==> src/rtl/ioclk_pkg.sv <==
package ioclk_pkg;
    localparam int RATE_W = 3;
    localparam int HALF_W = 3;

    typedef struct packed {
        logic [HALF_W-1:0] half;
        logic [HALF_W-1:0] cnt;
        logic              clk_out;
    } div_state_t;

    // Half-period in bus cycles; 0 marks the constant-high mode.
    function automatic logic [HALF_W-1:0] half_of(input logic [RATE_W-1:0] code);
        logic [HALF_W-1:0] h;
        if (code[0])
            h = '0;
        else if (code[RATE_W-1:1] == '0)
            h = HALF_W'(4);
        else
            h = HALF_W'(code[RATE_W-1:1]);
        return h;
    endfunction
endpackage

==> src/rtl/ioclk_ctrl_reg.sv <==
module ioclk_ctrl_reg #(
    parameter int ADDR_W   = 8,
    parameter int DATA_W   = 8,
    parameter int RATE_W   = 3,
    parameter logic [ADDR_W-1:0] REG_ADDR = 8'h03
) (
    input  logic              clk,
    input  logic              rst_n,
    input  logic [ADDR_W-1:0] addr,
    input  logic [DATA_W-1:0] wdata,
    input  logic              wr,
    input  logic              rd,
    output logic [DATA_W-1:0] rdata,
    output logic [RATE_W-1:0] rate
);
    localparam int PAD_W = DATA_W - RATE_W;

    logic [RATE_W-1:0] rate_d, rate_q;
    logic              hit;
    logic              unused_hi;

    assign hit       = (addr == REG_ADDR);
    assign unused_hi = ^wdata[DATA_W-1:RATE_W];

    always_comb begin
        rate_d = rate_q;
        if (wr && hit)
            rate_d = wdata[RATE_W-1:0];
    end

    always_ff @(posedge clk or negedge rst_n) begin
        if (!rst_n)
            rate_q <= '0;
        else
            rate_q <= rate_d;
    end

    assign rate  = rate_q;
    assign rdata = (rd && hit) ? {{PAD_W{1'b0}}, rate_q} : '0;
endmodule

==> src/rtl/ioclk_div_core.sv <==
module ioclk_div_core
    import ioclk_pkg::*;
(
    input  logic              clk,
    input  logic              rst_n,
    input  logic [RATE_W-1:0] rate,
    output logic              clk_out
);
    div_state_t s_d, s_q;

    always_comb begin
        s_d = s_q;
        if (s_q.half == '0) begin
            // constant-high mode: every cycle is a period boundary
            s_d.half    = half_of(rate);
            s_d.cnt     = '0;
            s_d.clk_out = 1'b1;
        end else if (s_q.cnt == s_q.half - HALF_W'(1)) begin
            s_d.cnt = '0;
            if (!s_q.clk_out) begin
                s_d.clk_out = 1'b1;
                s_d.half    = half_of(rate);
            end else begin
                s_d.clk_out = 1'b0;
            end
        end else begin
            s_d.cnt = s_q.cnt + HALF_W'(1);
        end
    end

    always_ff @(posedge clk or negedge rst_n) begin
        if (!rst_n) begin
            s_q.half    <= half_of('0);
            s_q.cnt     <= '0;
            s_q.clk_out <= 1'b1;
        end else begin
            s_q <= s_d;
        end
    end

    assign clk_out = s_q.clk_out;
endmodule

==> src/rtl/ioclk_divider_top.sv <==
module ioclk_divider_top
    import ioclk_pkg::*;
#(
    parameter int ADDR_W = 8,
    parameter int DATA_W = 8,
    parameter logic [ADDR_W-1:0] REG_ADDR = 8'h03
) (
    input  logic              clk,
    input  logic              rst_n,
    input  logic [ADDR_W-1:0] reg_addr,
    input  logic [DATA_W-1:0] reg_wdata,
    input  logic              reg_wr,
    input  logic              reg_rd,
    output logic [DATA_W-1:0] reg_rdata,
    output logic              io_clk,
    output logic [DATA_W-1:0] ctrl_value
);
    logic [RATE_W-1:0] rate;

    ioclk_ctrl_reg #(
        .ADDR_W(ADDR_W), .DATA_W(DATA_W), .RATE_W(RATE_W), .REG_ADDR(REG_ADDR)
    ) u_reg (
        .clk(clk), .rst_n(rst_n), .addr(reg_addr), .wdata(reg_wdata),
        .wr(reg_wr), .rd(reg_rd), .rdata(reg_rdata), .rate(rate)
    );

    ioclk_div_core u_div (
        .clk(clk), .rst_n(rst_n), .rate(rate), .clk_out(io_clk)
    );

    assign ctrl_value = {{(DATA_W-RATE_W){1'b0}}, rate};
endmodule

==> config.mk <==
export PLATFORM = sky130hd
export DESIGN_NAME = ioclk_divider_top
export DESIGN_NICKNAME = d
export VERILOG_FILES = /design/src/rtl/ioclk_pkg.sv /design/src/rtl/ioclk_ctrl_reg.sv /design/src/rtl/ioclk_div_core.sv /design/src/rtl/ioclk_divider_top.sv
export SDC_FILE = /design/constraint.sdc
export NUM_CORES = 1
export LEC_CHECK = 0
export ABC_AREA = 1
export BUFFER_PORTS_ARGS = -buffer_cell sky130_fd_sc_hd__buf_2
export CAP_MARGIN = 30
export CORE_MARGIN = 2
export CORE_UTILIZATION = 45
export CTS_CLUSTER_SIZE = 8
export DETAILED_ROUTE_END_ITERATION = 12
export PLACE_DENSITY = 0.87
export SYNTH_ARGS = -nofsm -noshare
export SYNTH_HDL_FRONTEND = slang
export SYNTH_SLANG_ARGS = --single-unit
==> constraint.sdc <==
create_clock -name clk -period 2.4 [get_ports clk]
set_input_delay 0.24 -clock clk [delete_from_list [all_inputs] [get_ports clk]]
set_output_delay 0.24 -clock clk [all_outputs]
set_load 0.02 [all_outputs]
==> reports/metrics.csv <==
stage,metric,value,unit
min_path,WHS Path Cells,3,
setup_path,critical path's most frequent cell,nand2_1,
pwr,clock power share,36.3,%
yosys,ys flop type,dfrtp_1,
yosys,Mapped Area,662,um^2
detailed_routing,post-route ant nets,0,
global_routing,vias in the first global route,532,
yosys,"EDFF count, synth",0,
setup_path,"Max FO, Critical Path",4,
detailed_routing,routed length per instance,8.98,um
yosys,post-synthesis compound-gate area fraction,2.27,%
finish,fin cells,129,
finish,Layout area overhead,19.5,%
detailed_routing,via count,590,
floorplanning,Cell Rows,13,
yosys,Adder-Cell Fraction of Synth Area,5.67,%
sta,endpoints failing setup,0,
min_path,Hold Crit Start,reg_wdata[0],
sta,Final Hold Viols,0,
sta,RSZ-0062 raised after global routing,false,
yosys,dominant cell type by area after synthesis,dfrtp_1,
status,outcome,"complete, no violations",
setup_path,R2R Setup Slk,0.90,ns
yosys,Post-Synthesis Cells,89,
clocking,Worst-path clk slew,0.07,ns
yosys,mux cell area share after synthesis,0,%
yosys,most frequent cell after synthesis,nand2_1,
clocking,clk sinks,10,
place,placed insts,124,
yosys,Synth Register Bits,10,
setup_path,Critical R2R Capture,u_div.s_q[5]$_DFFE_PN0P_,
yosys,"top cells by area, synth","dfrtp_1, buf_4, nand2_1",
floorplanning,Die Span Y,42.4,um
clocking,Root Driver,clkbuf_4,
sta,worst clock skew,0.00295,ns
min_path,worst hold path class,in2reg,
yosys,Async SR Flop Fraction,100,%
pwr,P_int,0.000292,W
global_routing,largest net degree at the start of global routing,11,
setup_path,Worst setup EP type,register,
sta,final worst path period need,1.50,ns
yosys,Yosys cell types,18,
yosys,Yosys top cell area share,30.2,%
global_routing,gr usage total,14.2,%
pwr,combinational power share,19.1,%
pwr,Sw Pwr,0.000113,W
finish,layout cells sized above 1,28.9,%
floorplanning,die area,0.00179,mm^2
yosys,largest family of logic cells by synthesized area,simple AND/OR/NAND/NOR gates,
setup_path,Worst EP arrival,1.65,ns
clocking,Max Buffers Root-to-Sink,2,
sta,slack of the critical path,0.899,ns
detailed_routing,DRC Markers,0,
yosys,Yosys Warn Count,0,
yosys,sequential fraction of the synthesis area,38.2,%
floorplanning,IO Count,37,
pwr,Leakage,0.452,nW
yosys,Commonest cells post-synth,"nand2_1, nor2_1, inv_1",
global_routing,gr ovfl total,0,
pwr,Power Density,512,mW/mm^2
clocking,CTS tree,yes,
pwr,Worst VDD drop,0.000348,V
setup_path,FF-to-FF path depth,9,
pwr,Power Total,0.000405,W
flow_run,Max Cap Viol,0,
global_routing,global-route wire length before repair,1.96,mm
floorplanning,initial core utilization,49.6,%
detailed_routing,initial DRC count,8,
min_path,Hold Crit Endpoint,u_reg.rate[0]$_DFFE_PN0P_,
floorplanning,die width,42.4,um
setup_path,Setup CP Type,reg2reg,
detailed_routing,drt first pass iters,4,
global_routing,initial antenna violation count,0,
place,Setup WS pre-CTS,0.898,ns
yosys,Syn Area/Cell,7.44,um^2
finish,nets,138,
clocking,clk_lat worst skew,0.26,ns
finish,"Core Util, Final",59.3,%
setup_path,WP data required,2.55,ns
place,gpl congestion,0.725,
yosys,post-synthesis simple-gate area fraction,33.3,%
sta,Max Slew Vio Count,0,
detailed_routing,final wirelength,1.16,mm
clocking,setup bufs post-CTS,0,
floorplanning,core area,0.00133,mm^2
pwr,Flop pwr share,44.6,%
pwr,Sw Ratio,27.8,%
setup_path,Crit path largest cell delay,0.38,ns
setup_path,"Slowest-stage cell, CP",dfrtp_1,
sta,f_max,666,MHz
clocking,post-cts sizing count,0,
detailed_routing,Vias/cell,4.57,
setup_path,worst-path cell chain,inv_2 -> ha_1 -> inv_1 -> nand2_1 -> nand2_1 -> nor2_4 -> nand4_1 -> nand3_1 -> nand2_1,
place,port bufs,21,
sta,Tcrit/Tclk final,62.5,%
place,DP HPWL,986,um
clocking,H-tree levels,1,
setup_path,CP startpoint kind,register,
finish,n_diodes,0,
yosys,xor and xnor area share after synthesis,1.32,%
clocking,CTS buffer count,3,
sta,Fin Setup TNS,0,ns
setup_path,worst reg2reg path startpoint,u_div.s_q[4]$_DFFE_PN0P_,
[layout by cell type (no fill, tap or decap)]
cell type / n
buf_2: 21
nand2_1: 18
nor2_1: 15
inv_1: 12
conb_1: 10
nand3_1: 8
dfrtp_1: 8
a21oi_1: 3
ha_1: 3
clkbuf_4: 3
nand2_2: 2
dfstp_2: 2
inv_2: 1
nor2_4: 1
nand3_2: 1
nand2_4: 1
xnor2_1: 1
nor3_1: 1
nand4_1: 1
clkbuf_8: 1
dlygate4sd3_1: 1
[how the worst max path moves through the flow]
| stage | startpoint | endpoint | slack, ns | depth (start not counted) |
|---|---|---|---|---|
| after detailed placement | u_div.s_q[4]$_DFFE_PN0P_ | u_div.s_q[5]$_DFFE_PN0P_ | 0.90 | 9 |
| final | u_div.s_q[4]$_DFFE_PN0P_ | u_div.s_q[5]$_DFFE_PN0P_ | 0.90 | 9 |
| after global routing | u_div.s_q[4]$_DFFE_PN0P_ | u_div.s_q[4]$_DFFE_PN0P_ | 0.77 | 9 |
| after CTS | u_div.s_q[4]$_DFFE_PN0P_ | u_div.s_q[5]$_DFFE_PN0P_ | 0.89 | 9 |
| after floorplan | u_div.s_q[4]$_DFFE_PN0P_ | u_div.s_q[4]$_DFFE_PN0P_ | 1.06 | 9 |
| after global placement | u_div.s_q[4]$_DFFE_PN0P_ | u_div.s_q[5]$_DFFE_PN0P_ | 0.96 | 9 |
[worst max-delay path: cells and delay by family (launching register included)]
kind / cells / cell delay, ns
flops: 1 / 0.38
fa+ha+maj: 1 / 0.30
buf+inv: 2 / 0.11
simple gates: 6 / 0.61
[cell families after synthesis]
| family | after synthesis |
|---|---|
| buffers and inverters | 23 |
| adder cells (fa/ha/maj) | 3 |
| AND/OR/NAND/NOR | 48 |
| other | 1 |
| XOR/XNOR | 1 |
| AO/OA/AOI/OAI | 3 |
| flip-flops | 10 |
[state kept, by name (all words and copies together) (netlist names)]
register,cells
u_div.s_q,6
u_div.clk_out,1
u_reg.rate,3
[routing by layer]
metal	vias up	global-route usage, %	share of wire, %
li1	303	-	-
met1	256	14.9	39
met2	29	26.2	52
met3	2	4.31	7.5
met4	0	5.63	0.95
met5	-	0	0
[what timing repair did]
action / CTS / global route
setup endpoints to repair: 0 / 0
hold buffers: 1 / 0
hold endpoints to repair: 8 / 0
[metrics by stage]
stage                     hold WS [ns]  instance area [um^2]
after floorplan                -0.0556                   696
after global placement           0.108                   744
after detailed placement         0.107                   744
after CTS                        0.224                   791
after global routing             0.254                   791
final                            0.229                   791
[power by group through the flow]
stage	sequential, W	clock, W	combinational (W)
floorplan	0.000186	0	0.0000627
global placement	0.000184	0	0.0000736
detailed placement	0.000184	0	0.0000766
CTS	0.000181	0.000152	0.0000778
global route	0.000182	0.000161	0.0000864
finish	0.000181	0.000147	0.0000775
[final cells by class]
| cell class | count | area [um^2] |
|---|---|---|
| sequential | 10 | 253 |
| timing repair buffer | 22 | 115 |
| fill | 119 | 543 |
| inverter | 13 | 48.8 |
| clock buffer | 4 | 36.3 |
| multi-input combinational | 65 | 319 |
| tap | 15 | 18.8 |
No activity file was read; power rests on OpenSTA's default activity.
